**config.mk**
```make
export PLATFORM = sky130hd
export DESIGN_NAME = mem_guard
export DESIGN_NICKNAME = d
export VERILOG_FILES = /design/src/rtl/mg_pkg.sv /design/src/rtl/mg_window.sv /design/src/rtl/mg_errlog.sv /design/src/rtl/mem_guard.sv
export SDC_FILE = /design/constraint.sdc
export NUM_CORES = 2
export LEC_CHECK = 0
export ABC_AREA = 1
export BUFFER_PORTS_ARGS = -buffer_cell sky130_fd_sc_hd__buf_4
export CORE_MARGIN = 4
export CORE_UTILIZATION = 40
export DETAILED_ROUTE_END_ITERATION = 8
export GPL_ROUTABILITY_DRIVEN = 1
export PLACE_DENSITY_LB_ADDON = 0.08
export SLEW_MARGIN = 20
export SYNTH_ARGS = -nofsm -noshare
export SYNTH_HDL_FRONTEND = slang
export SYNTH_SLANG_ARGS = --single-unit
```
**constraint.sdc**
```tcl
create_clock -name clk -period 5.52 [get_ports clk]
set_input_delay 0.828 -clock clk [delete_from_list [all_inputs] [get_ports clk]]
set_output_delay 0.828 -clock clk [all_outputs]
set_load 0.1 [all_outputs]
```
**src/rtl/mg_pkg.sv**
```systemverilog
package mg_pkg;
  localparam int MG_BLK_LSB = 5;
  typedef enum logic [1:0] {
    KIND_RD  = 2'd0,
    KIND_WR  = 2'd1,
    KIND_EX  = 2'd2,
    KIND_RSV = 2'd3
  } acc_kind_e;
endpackage

```
**src/rtl/mg_window.sv**
```systemverilog
module mg_window #(
  parameter int AW   = 32,
  parameter int NMST = 4,
  parameter int MW   = 2
) (
  input  logic          clk,
  input  logic          rst_n,
  input  logic          wr_en,
  input  logic [1:0]    wr_word,
  input  logic [31:0]   wdata,
  input  logic [1:0]    rd_word,
  output logic [31:0]   rdata,
  input  logic [AW-1:mg_pkg::MG_BLK_LSB] blk,
  input  logic [MW-1:0] master,
  input  logic [1:0]    kind,
  output logic          enabled,
  output logic          grant
);
  localparam int BW    = AW - mg_pkg::MG_BLK_LSB;
  localparam int PERMW = 3 * NMST;

  logic [BW-1:0]    lo_q, hi_q;
  logic [PERMW-1:0] perm_q;
  logic             en_q;

  always_ff @(posedge clk or negedge rst_n) begin
    if (!rst_n) begin
      lo_q   <= '0;
      hi_q   <= '0;
      perm_q <= '0;
      en_q   <= 1'b0;
    end else if (wr_en) begin
      case (wr_word)
        2'd0: lo_q <= wdata[AW-1:mg_pkg::MG_BLK_LSB];
        2'd1: hi_q <= wdata[AW-1:mg_pkg::MG_BLK_LSB];
        2'd2: begin
          perm_q <= wdata[PERMW-1:0];
          en_q   <= wdata[PERMW];
        end
        default: ;
      endcase
    end
  end

  logic bit_ok;
  always_comb begin
    bit_ok = 1'b0;
    for (int m = 0; m < NMST; m++)
      for (int b = 0; b < 3; b++)
        if (master == MW'(m) && kind == 2'(b))
          bit_ok = perm_q[m*3+b];
  end

  assign enabled = en_q;
  assign grant   = en_q && (blk >= lo_q) && (blk <= hi_q) && bit_ok;

  always_comb begin
    rdata = '0;
    case (rd_word)
      2'd0: rdata[AW-1:mg_pkg::MG_BLK_LSB] = lo_q;
      2'd1: rdata[AW-1:mg_pkg::MG_BLK_LSB] = hi_q;
      2'd2: rdata[PERMW:0] = {en_q, perm_q};
      default: ;
    endcase
  end
endmodule

```
**src/rtl/mg_errlog.sv**
```systemverilog
module mg_errlog #(
  parameter int AW = 32,
  parameter int MW = 2
) (
  input  logic          clk,
  input  logic          rst_n,
  input  logic          refuse,
  input  logic [AW-1:0] addr,
  input  logic [MW-1:0] master,
  input  logic [1:0]    kind,
  input  logic          clr,
  output logic          flag,
  output logic [AW-1:0] e_addr,
  output logic [MW-1:0] e_master,
  output logic [1:0]    e_kind
);
  always_ff @(posedge clk or negedge rst_n) begin
    if (!rst_n) begin
      flag     <= 1'b0;
      e_addr   <= '0;
      e_master <= '0;
      e_kind   <= '0;
    end else if (refuse && (!flag || clr)) begin
      flag     <= 1'b1;
      e_addr   <= addr;
      e_master <= master;
      e_kind   <= kind;
    end else if (clr) begin
      flag <= 1'b0;
    end
  end

  assert_capture_R7: assert property (@(posedge clk) disable iff (!rst_n)
    (refuse && !flag) |=> (flag && e_addr == $past(addr) && e_master == $past(master)));
  assert_sticky_R8: assert property (@(posedge clk) disable iff (!rst_n)
    (flag && !clr) |=> flag);
  assert_hold_R8: assert property (@(posedge clk) disable iff (!rst_n)
    (flag && !clr) |=> ($stable(e_addr) && $stable(e_kind) && $stable(e_master)));
  assert_clear_R9: assert property (@(posedge clk) disable iff (!rst_n)
    (clr && !refuse) |=> !flag);
endmodule

```
**src/rtl/mem_guard.sv**
```systemverilog
module mem_guard #(
  parameter int NREG = 16,
  parameter int NMST = 4,
  parameter int AW   = 32,
  parameter int MW   = $clog2(NMST),
  parameter int CIW  = $clog2(NREG) + 3
) (
  input  logic          clk,
  input  logic          rst_n,
  input  logic          acc_valid,
  input  logic [MW-1:0] acc_master,
  input  logic [AW-1:0] acc_addr,
  input  logic [1:0]    acc_kind,
  output logic          acc_allow,
  input  logic          cfg_we,
  input  logic [CIW-1:0] cfg_idx,
  input  logic [31:0]   cfg_wdata,
  output logic [31:0]   cfg_rdata
);
  localparam int RIW = $clog2(NREG);

  logic              in_err_space;
  logic [RIW-1:0]    win_sel;
  logic [1:0]        word_sel;
  logic [NREG-1:0]   grant_vec, en_vec;
  logic [31:0]       win_rd [NREG];

  assign in_err_space = cfg_idx[CIW-1];
  assign win_sel      = cfg_idx[RIW+1:2];
  assign word_sel     = cfg_idx[1:0];

  for (genvar r = 0; r < NREG; r++) begin : g_win
    mg_window #(.AW(AW), .NMST(NMST), .MW(MW)) u_win (
      .clk     (clk),
      .rst_n   (rst_n),
      .wr_en   (cfg_we && !in_err_space && win_sel == RIW'(r)),
      .wr_word (word_sel),
      .wdata   (cfg_wdata),
      .rd_word (word_sel),
      .rdata   (win_rd[r]),
      .blk     (acc_addr[AW-1:mg_pkg::MG_BLK_LSB]),
      .master  (acc_master),
      .kind    (acc_kind),
      .enabled (en_vec[r]),
      .grant   (grant_vec[r])
    );
  end

  assign acc_allow = acc_valid && (|grant_vec);

  logic          flag, clr;
  logic [AW-1:0] e_addr;
  logic [MW-1:0] e_master;
  logic [1:0]    e_kind;

  assign clr = cfg_we && in_err_space && word_sel == 2'd0 && cfg_wdata[0];

  mg_errlog #(.AW(AW), .MW(MW)) u_log (
    .clk      (clk),
    .rst_n    (rst_n),
    .refuse   (acc_valid && !acc_allow),
    .addr     (acc_addr),
    .master   (acc_master),
    .kind     (acc_kind),
    .clr      (clr),
    .flag     (flag),
    .e_addr   (e_addr),
    .e_master (e_master),
    .e_kind   (e_kind)
  );

  always_comb begin
    cfg_rdata = '0;
    if (!in_err_space) begin
      cfg_rdata = win_rd[win_sel];
    end else begin
      case (word_sel)
        2'd0: cfg_rdata[0] = flag;
        2'd1: cfg_rdata[AW-1:0] = e_addr;
        2'd2: cfg_rdata[MW+1:0] = {e_kind, e_master};
        default: ;
      endcase
    end
  end

  assert_rsv_refused_R3: assert property (@(posedge clk) disable iff (!rst_n)
    (acc_valid && acc_kind == mg_pkg::KIND_RSV) |-> !acc_allow);
  assert_none_enabled_R4: assert property (@(posedge clk) disable iff (!rst_n)
    (acc_valid && en_vec == '0) |-> !acc_allow);
endmodule

```
==> impl_metrics.json <==
{
  "drv_cap": 0,
  "hold_viol_final": 0,
  "cp_data_arrival_time_ns": 4.59,
  "n_fill_cell": 18299,
  "syn_area_um2": 72400,
  "rr_worst_depth": 19,
  "r2r_start": "g_win[2].u_win.hi_q[26]",
  "hold_class": "primary input to async pin",
  "clockRootBuffer": "clkbuf_16",
  "cts_buffers": 141,
  "avgSynthCellArea_um2": 7.66,
  "htreeDepth": 4,
  "reg2reg_slack_ns": 1.42,
  "async_flop_share": 1.00,
  "port_buffers": 111,
  "via_per_inst": 5.72,
  "pwr-share-clk": 0.409,
  "layout_commonest_cell": "nand2_1",
  "yosysTopAreaCell": "dfrtp_1",
  "synth_top_flop_cell": "dfrtp_1",
  "cts_hold_buf": 0,
  "power_frac_comb": 0.212,
  "p_sw_w": 0.00822,
  "synth.top_cell.area_share": 0.383,
  "skew_ns": 0.0336,
  "powerDensity_nw_per_um2": 303,
  "drive_gt1_frac": 0.0700,
  "period_share": 0.981,
  "worstReg2RegEnd": "u_log.e_addr[31]",
  "gr-total-overflow": 0,
  "synth_enable_flop_cells": 0,
  "worstSetupPathType": "register to primary output",
  "yosysUniqueCellTypes": 47,
  "p_int_w": 0.0166,
  "die-height_um": 433,
  "drt_iter0_markers": 7270,
  "fmax_mhz": 185,
  "grt.total_usage": 0.330,
  "max_slew_margin": 0.168,
  "tightest_slew_ns": 1.24,
  "final.setup.worst_slack_ns": 0.103,
  "nNetsFinal": 10392,
  "cts_tree": "yes",
  "clock-sinks": 1109,
  "start_kind": "register",
  "dieArea_um2": 188000,
  "grt_max_degree": 139,
  "worstPathRequired_ns": 4.69,
  "routed_wl_um": 315000,
  "drcViolationCount": 0,
  "postSynthCellCount": 9449,
  "seqPwrFrac": 0.379,
  "cts_setup_buffers": 0,
  "fin_tns_setup_ns": 0,
  "worst_skew_pair.late_latency_ns": 0.82,
  "vias": 68196,
  "synthTopCellsByArea": "dfrtp_1, ha_1, nand2_1",
  "grt_pass1_wl_um": 455000,
  "antenna_found_initial": 11,
  "syn-num-nets": 10396,
  "slew_viol_final": 0,
  "finalSetupViolations": 0,
  "hpwl_um": 233000,
  "peakVddDrop_v": 0.000263,
  "area_growth_pct": 13.0,
  "p_leak_nw": 35.8,
  "power_w": 0.0248,
  "min_period_ns": 5.42,
  "clock_tree.buffer_depth": 3,
  "rows": 155,
  "wire_per_inst_um": 26.4,
  "grt_pass1_vias": 63967,
  "cts_resized": 0,
  "io_pins": 112,
  "firstDrtPassIters": 6,
  "gp_congestion": 0.983,
  "status": "complete, no violations",
  "crit_path_max_fanout": 2,
  "end_kind": "primary output",
  "dp_slack_ns": 0.391,
  "power_switching_share": 0.332,
  "path_clk_slew_ns": 0.06,
  "rsz0062_at_grt": "false",
  "ys_seq_area_frac": 0.383,
  "initial_utilization": 0.404,
  "core-area_um2": 179000,
  "yosys_warnings": 0,
  "ys_ff_latch": 1109,
  "final_cell_mix": "nand2_1, o21ai_0, dfrtp_1, inv_1, ha_1",
  "ant_nets": 0,
  "dieWidth_um": 433
}
[critical path, cell delays in order (launching register included)]
cell and delay [ns]:
dfrtp_1 0.35, inv_1 0.07, ha_1 0.29, nand2_1 0.08
nor2_1 0.58, nand4_1 0.27, nor3_1 0.72, nand3_1 0.16
nand2_1 0.26, nand3_1 0.14, nand2_1 0.09, nor2_1 0.07
nand2_1 0.11, buf_12 0.13, nor2_4 0.06, nor2_1 0.09
buf_4 0.29
[stage by stage]
stage | hold slack, ns | cell area, um2 | cells | utilization
6_report | 0.0305 | 81800 | 11913 | 0.456
5_1_grt | 0.0416 | 81800 | 11912 | 0.456
4_1_cts | 0.00870 | 81700 | 11912 | 0.456
3_5_place_dp | 0.459 | 76700 | 11657 | 0.428
3_3_place_gp | 0.454 | 76700 | 11657 | 0.428
2_1_floorplan | 0.443 | 72400 | 9449 | -
[state kept, by name, indices dropped and copies added, names as in the netlist]
signal / count
g_win.u_win.enabled: 16
g_win.u_win.hi_q: 432
g_win.u_win.lo_q: 432
g_win.u_win.perm_q: 192
u_log.e_addr: 32
u_log.e_kind: 2
u_log.e_master: 2
u_log.flag: 1
[power by group through the flow]
stage               registers (W)  clock network, W  logic (W)
floorplan                 0.00936                 0    0.00309
global placement          0.00949                 0    0.00506
detailed placement        0.00951                 0    0.00513
CTS                       0.00937            0.0103    0.00515
global route              0.00948            0.0106    0.00581
finish                    0.00939            0.0101    0.00526
[layer usage]
| metal | routed length (um) | share of wire | GRT usage |
|---|---|---|---|
| met5 | 22 | 0.000070 | 0 |
| met4 | 11800 | 0.037 | 0.113 |
| met3 | 26300 | 0.084 | 0.0667 |
| met2 | 127000 | 0.41 | 0.467 |
| met1 | 149000 | 0.47 | 0.497 |
[final cells by class]
type,count,area [um2],area share
Antenna cell,1,2.50,0.0000306
Clock buffer,198,4020,0.0492
Clock inverter,57,977,0.0120
Inverter,1089,4110,0.0502
Multi-Input combinational cell,6737,38800,0.474
Sequential cell,1109,27800,0.339
Tap cell,2355,2950,0.0360
Timing Repair Buffer,367,3180,0.0388
[worst max-delay path by stage]
stage | startpoint | endpoint | slack [ns] | depth (start not counted)
finish | g_win[2].u_win.hi_q[26] | acc_allow | 0.10 | 16
global route | g_win[2].u_win.hi_q[26] | acc_allow | 0.06 | 18
CTS | g_win[2].u_win.hi_q[26] | acc_allow | 0.27 | 16
detailed placement | acc_addr[31] | acc_allow | 0.39 | 16
global placement | acc_addr[31] | acc_allow | 0.29 | 16
floorplan | cfg_idx[0] | cfg_rdata[0] | 0.30 | 9
[synth_stat cells, types with 3 or more instances]
cell       count
a211oi_1       6
a21o_1         6
a21oi_1      482
a221oi_1       8
a22o_1        14
a31oi_1       10
a32o_1         3
a41oi_1       91
and3_1         8
buf_1         40
buf_2         21
buf_6          6
clkbuf_1     445
clkinv_1       3
dfrtp_1     1109
ha_1         868
inv_1       1075
inv_2         11
nand2_1     2563
nand3_1      349
nand4_1      151
nor2_1       274
nor2_2         7
nor3_1        66
nor3b_1        8
nor4_1        33
nor4b_1        3
o2111ai_1      4
o211ai_1       6
o21a_1        66
o21ai_0     1239
o21ai_1       13
o221ai_1      82
o22ai_1      331
o31ai_1        3
o41ai_1       25
or2_0          6
[logic make-up after synthesis]
group | share of synthesized area
adders and majority gates | 0.150
buffers and inverters | 0.0842
DFF | 0.383
and+or+nand+nor | 0.196
AOI/OAI and AO/OA | 0.186
Note: power is estimated with default switching activity, not from simulation.
